$ cat config.mk
export PLATFORM = sky130hd
export DESIGN_NAME = hs_link
export DESIGN_NICKNAME = d
export VERILOG_FILES = /design/src/rtl/hs_link.sv
export SDC_FILE = /design/constraint.sdc
export NUM_CORES = 1
export LEC_CHECK = 0
export BUFFER_PORTS_ARGS = -buffer_cell sky130_fd_sc_hd__buf_4
export CORE_ASPECT_RATIO = 0.6
export CORE_MARGIN = 2
export CORE_UTILIZATION = 53
export CTS_CLUSTER_DIAMETER = 50
export CTS_CLUSTER_SIZE = 28
export DETAILED_ROUTE_END_ITERATION = 8
export GPL_ROUTABILITY_DRIVEN = 0
export PLACE_DENSITY = 0.82
export SETUP_SLACK_MARGIN = 0.15
export SLEW_MARGIN = 10
export SYNTH_ARGS = -nofsm -noshare
export SYNTH_HDL_FRONTEND = slang
export SYNTH_SLANG_ARGS = --single-unit
$ cat constraint.sdc
create_clock -name clk -period 3.1 [get_ports clk]
set_clock_uncertainty 0.2 [all_clocks]
set_input_delay 0.155 -clock clk [delete_from_list [all_inputs] [get_ports clk]]
set_output_delay 0.155 -clock clk [all_outputs]
set_load 0.005 [all_outputs]
$ cat src/rtl/hs_link.sv
module hs_link #(
  parameter int W   = 8,
  parameter int TMO = 16
) (
  input  logic         clk,
  input  logic         rst_n,
  input  logic         snd_req,
  input  logic [W-1:0] snd_word,
  output logic         snd_rdy,
  output logic         snd_err,
  output logic [W-1:0] lnk_data_o,
  output logic         lnk_valid_o,
  input  logic         lnk_acc_i,
  input  logic [W-1:0] lnk_data_i,
  input  logic         lnk_valid_i,
  output logic         lnk_acc_o,
  output logic         rcv_vld,
  output logic [W-1:0] rcv_word,
  input  logic         rcv_take,
  output logic         rcv_err
);

  localparam int CW = $clog2(TMO + 1);
  localparam logic [CW-1:0] LAST = CW'(TMO - 1);

  typedef enum logic [1:0] {S_IDLE, S_SETUP, S_WAIT_ACC, S_WAIT_REL} snd_st_t;

  // two-flop synchronizers on incoming control lines
  logic acc_m, acc_s, val_m, val_s;
  always_ff @(posedge clk or negedge rst_n)
    if (!rst_n) begin
      acc_m <= 1'b0; acc_s <= 1'b0; val_m <= 1'b0; val_s <= 1'b0;
    end else begin
      acc_m <= lnk_acc_i; acc_s <= acc_m;
      val_m <= lnk_valid_i; val_s <= val_m;
    end

  // sender
  snd_st_t        s_st;
  logic [CW-1:0]  s_cnt;
  logic [W-1:0]   s_data;

  wire s_wait = (s_st == S_WAIT_ACC) || (s_st == S_WAIT_REL);
  wire s_step = ((s_st == S_WAIT_ACC) && acc_s) || ((s_st == S_WAIT_REL) && !acc_s);
  wire s_tmo  = s_wait && !s_step && (s_cnt == LAST);

  assign snd_rdy     = (s_st == S_IDLE) && !acc_s;
  assign lnk_valid_o = (s_st == S_WAIT_ACC);
  assign lnk_data_o  = s_data;

  always_ff @(posedge clk or negedge rst_n)
    if (!rst_n) begin
      s_st   <= S_IDLE;
      s_data <= '0;
      s_err_q <= 1'b0;
    end else begin
      if (s_tmo) s_err_q <= 1'b1;
      case (s_st)
        S_IDLE:     if (snd_req && snd_rdy) begin s_data <= snd_word; s_st <= S_SETUP; end
        S_SETUP:    s_st <= S_WAIT_ACC;
        S_WAIT_ACC: if (acc_s) s_st <= S_WAIT_REL; else if (s_tmo) s_st <= S_IDLE;
        S_WAIT_REL: if (!acc_s || s_tmo) s_st <= S_IDLE;
        default:    s_st <= S_IDLE;
      endcase
    end

  always_ff @(posedge clk or negedge rst_n)
    if (!rst_n)                s_cnt <= '0;
    else if (!s_wait || s_step || s_tmo) s_cnt <= '0;
    else                       s_cnt <= s_cnt + 1'b1;

  logic s_err_q;
  assign snd_err = s_err_q;

  // receiver
  logic          r_ack, r_armed, r_full, r_err_q;
  logic [CW-1:0] r_cnt;
  logic [W-1:0]  r_word;

  wire r_latch = !r_ack && val_s && r_armed && !r_full;
  wire r_tmo   = r_ack && val_s && (r_cnt == LAST);

  assign lnk_acc_o = r_ack;
  assign rcv_vld   = r_full;
  assign rcv_word  = r_word;
  assign rcv_err   = r_err_q;

  always_ff @(posedge clk or negedge rst_n)
    if (!rst_n) begin
      r_ack <= 1'b0; r_armed <= 1'b1; r_full <= 1'b0; r_err_q <= 1'b0; r_word <= '0;
    end else begin
      if (r_latch) begin
        r_word  <= lnk_data_i;
        r_full  <= 1'b1;
        r_ack   <= 1'b1;
        r_armed <= 1'b0;
      end else begin
        if (rcv_take) r_full <= 1'b0;
        if (!val_s) r_armed <= 1'b1;
        if (r_ack && (!val_s || r_tmo)) r_ack <= 1'b0;
      end
      if (r_tmo) r_err_q <= 1'b1;
    end

  always_ff @(posedge clk or negedge rst_n)
    if (!rst_n)                      r_cnt <= '0;
    else if (!r_ack || !val_s || r_tmo) r_cnt <= '0;
    else                             r_cnt <= r_cnt + 1'b1;

  AST_RDY_ACC_LOW: assert property (@(posedge clk) disable iff (!rst_n) snd_rdy |-> !$past(lnk_acc_i, 2));
  AST_SETUP_BEFORE_VALID: assert property (@(posedge clk) disable iff (!rst_n) $rose(lnk_valid_o) |-> $stable(lnk_data_o));
  AST_DATA_HELD: assert property (@(posedge clk) disable iff (!rst_n) lnk_valid_o && $past(lnk_valid_o) |-> $stable(lnk_data_o));
  AST_VALID_FALL_CAUSE: assert property (@(posedge clk) disable iff (!rst_n) $fell(lnk_valid_o) |-> $past(lnk_acc_i, 3) || snd_err);
  AST_SLOT_HOLD: assert property (@(posedge clk) disable iff (!rst_n) rcv_vld && !rcv_take |=> rcv_vld && $stable(rcv_word));
  AST_ACC_AFTER_SYNC: assert property (@(posedge clk) disable iff (!rst_n) $rose(lnk_acc_o) |-> $past(lnk_valid_i, 3));
  AST_SND_ERR_STICKY: assert property (@(posedge clk) disable iff (!rst_n) snd_err |=> snd_err);
  AST_RCV_ERR_STICKY: assert property (@(posedge clk) disable iff (!rst_n) rcv_err |=> rcv_err);

endmodule

==> impl_results.md <==
* Post-DP Area at 1800 um2
* Final #Nets at 197
* Largest net degree at the start of global routing at 38
* Final instance area at 2080 um2
* Resize count post-CTS at 0
* Distinct cells, synth at 23
* FMAX at 544 MHz
* GRT met2 Usage at 0.346
* Non-Filler Instances at 204
* CP required at 3.11 ns
* Worst-path clk slew at 0.07 ns
* Depth of the CTS H-tree at 2
* Starting Density at 0.572
* Number of global-route vias before repair at 1018
* Worst-Margin Slew at 0.454 ns
* Top post-synthesis cells by area: dfrtp_1 62%, mux2_4 8.2%, mux2_1 6.2%
* Mapped Area at 1460 um2
* Global routing's busiest layer: met2
* Clk Latency, worst-skew pair at 0.28 ns
* Post-CTS setup buffers at 0
* Synth Instances at 103
* Routed len/inst at 13.8 um
* Min cycle time layout at 1.84 ns
* Initial antenna violation count at 0
* Rel. slew slack at 0.697
* Worst setup EP type: register
* Hold-fix buffers, CTS at 20
* First-pass detailed-route iteration total at 4
* Hold crit path type: input port to register
* M1 GR Usage at 0.235
* Diodes inserted at 0
* Grt ovf at 0
* DRT iter0 DRCs at 37
* Area occupied by multi-input gates at 488 um2
* First-pass GRT wire length at 4600 um
* Ratio of cells with drive above 1 in the final layout at 0.372
* Max_cap viols at 0
* VDD IR max at 534 uV
* Root Buffer: clkbuf_8
* Register area share after synthesis at 0.634
* Syn Nets at 129
* FF+latch count, synth at 37
* Clk sinks at 37
* Cell taking the most area after synthesis: dfrtp_1
* Critical path data arrival time at 1.85 ns
* Final setup fails at 0
* CORE AREA at 2560 um2
* Via density at 4.78
* P&R area growth vs syn at 42.4%
* I/O pin count at 44
* Hold slack at 0.137 ns
* Status: completed
* Startpoint Class: register
* RSZ-0062 raised after global routing: no
* Hold Vio Cnt, Final at 0
* # rows at 14
* Final TNS setup at 0 ns
* Tcrit/Tclk final at 0.593
* Fillers at 140
* Max Slew Vio Count at 0
* Via count at 975
* CTS tree: built
* Register Area at 927 um2
* Die height at 44.7 um
* CTS max path bufs at 2
* TritonCTS Buffers at 5
* Static leakage at 1.02 nW
* Top-area cell type share of the netlist area at 0.616
* Mean post-synth cell area at 14.2 um2
* Final Util at 0.815
* Met3 GRT Util at 0.0603
* Die ar. at 3210 um2
* Pwr Density at 756 nW/um2
* Syn. warnings at 0
* CP Max Fanout at 4
* Routed Antenna Nets at 0
* Port Buffers at 43
* DRC Markers at 0
* Total GRT Usage at 0.201
* Kind of critical path: register to register
* Placed insts at 176
* Detailed Route WL at 2830 um
* Die width at 71.8 um
* DPL Wire Length at 1800 um
## cells by family (layout without fill, tap and decap cells)
family,count (synthesis),count (layout),share of synthesized area
AND/OR/NAND/NOR,26,26,0.0907
flip-flops,37,37,0.634
XOR/XNOR,5,5,0.0299
multiplexers,16,16,0.144
AO/OA/AOI/OAI,6,6,0.0282
adder cells (fa/ha/maj),5,5,0.0411
buffers and inverters,8,77,0.0325
## where the power goes
part / total [W] / switching (W) / internal (W)
combinational: 0.000514 / 0.000179 / 0.000336
sequential: 0.000752 / 0.000111 / 0.000641
clock: 0.000309 / 0.000153 / 0.000155
total: 0.00158 / 0.000444 / 0.00113
## per-stage QoR
step	power, W	setup slack (ns)
final	0.00158	1.26
after global placement	0.00123	1.36
after CTS	0.00159	1.27
after global routing	0.00168	1.17
after detailed placement	0.00125	1.29
after floorplan	0.000985	1.39
## metal layers
layer | vias up | share of wire
met5 | - | 0
met2 | 45 | 0.48
met3 | 6 | 0.069
met4 | 0 | 0.022
met1 | 447 | 0.43
li1 | 477 | -
## worst max-delay path, stage by stage (launching register included)
cell     delay (ns)
dfrtp_1        0.41
ha_1           0.23
and3_1         0.19
ha_1           0.24
maj3_1         0.36
a21oi_1        0.14
## layout make-up
| class | count | area share |
|---|---|---|
| sequential | 37 | 0.445 |
| timing repair buffer | 63 | 0.251 |
| multi-input combinational | 58 | 0.234 |
| clock buffer | 6 | 0.0348 |
| tap | 32 | 0.0192 |
| inverter | 6 | 0.0108 |
| clock inverter | 2 | 0.00480 |
## registers in the layout, summed over array words and instances (netlist names)
name,count
acc_m,1
acc_s,1
lnk_acc_o,1
lnk_data_o,8
r_armed,1
r_cnt,5
rcv_err,1
rcv_vld,1
rcv_word,8
s_cnt,5
s_st,2
snd_err,1
val_m,1
val_s,1
## cell usage after synthesis
cell type / instances
dfrtp_1: 36
nor2_1: 12
mux2_1: 8
mux2_4: 8
inv_1: 6
ha_1: 4
and3_1: 3
nand2_1: 3
nand3_1: 3
xnor2_1: 3
a31o_2: 2
nand3b_1: 2
o21ai_0: 2
xor2_1: 2
a21oi_1: 1
a31o_1: 1
and2_4: 1
and2b_2: 1
buf_12: 1
buf_2: 1
dfstp_2: 1
maj3_1: 1
nor3_2: 1
## cells in the final DEF (no fill, tap or decap), types with 2 or more instances in the layout
| cell type | instances |
|---|---|
| a31o_2 | 2 |
| and3_1 | 3 |
| buf_4 | 43 |
| clkbuf_8 | 5 |
| clkinv_2 | 2 |
| dfrtp_1 | 36 |
| dlygate4sd3_1 | 20 |
| ha_1 | 4 |
| inv_1 | 6 |
| mux2_1 | 8 |
| mux2_4 | 8 |
| nand2_1 | 3 |
| nand3_1 | 3 |
| nand3b_1 | 2 |
| nor2_1 | 12 |
| o21ai_0 | 2 |
| xnor2_1 | 3 |
| xor2_1 | 2 |
## final timing paths
check                              startpoint  cells after the start                        end  slack [ns]
setup / recovery           s_cnt[0]$_DFF_PN0_                      5        s_st[1]$_DFFE_PN0P_        1.26
setup reg to reg           s_cnt[0]$_DFF_PN0_                      5        s_st[1]$_DFFE_PN0P_        1.26
hold reg to reg               val_m$_DFF_PN0_                      0            val_s$_DFF_PN0_        0.16
min in group asynchronous               rst_n                      2  lnk_data_o[2]$_DFFE_PN0P_        0.18
max in group asynchronous               rst_n                      2        r_armed$_DFFE_PN1P_        2.17
hold / removal                        snd_req                      3        s_st[0]$_DFFE_PN0P_        0.14
(Power assumes the default switching activity.)
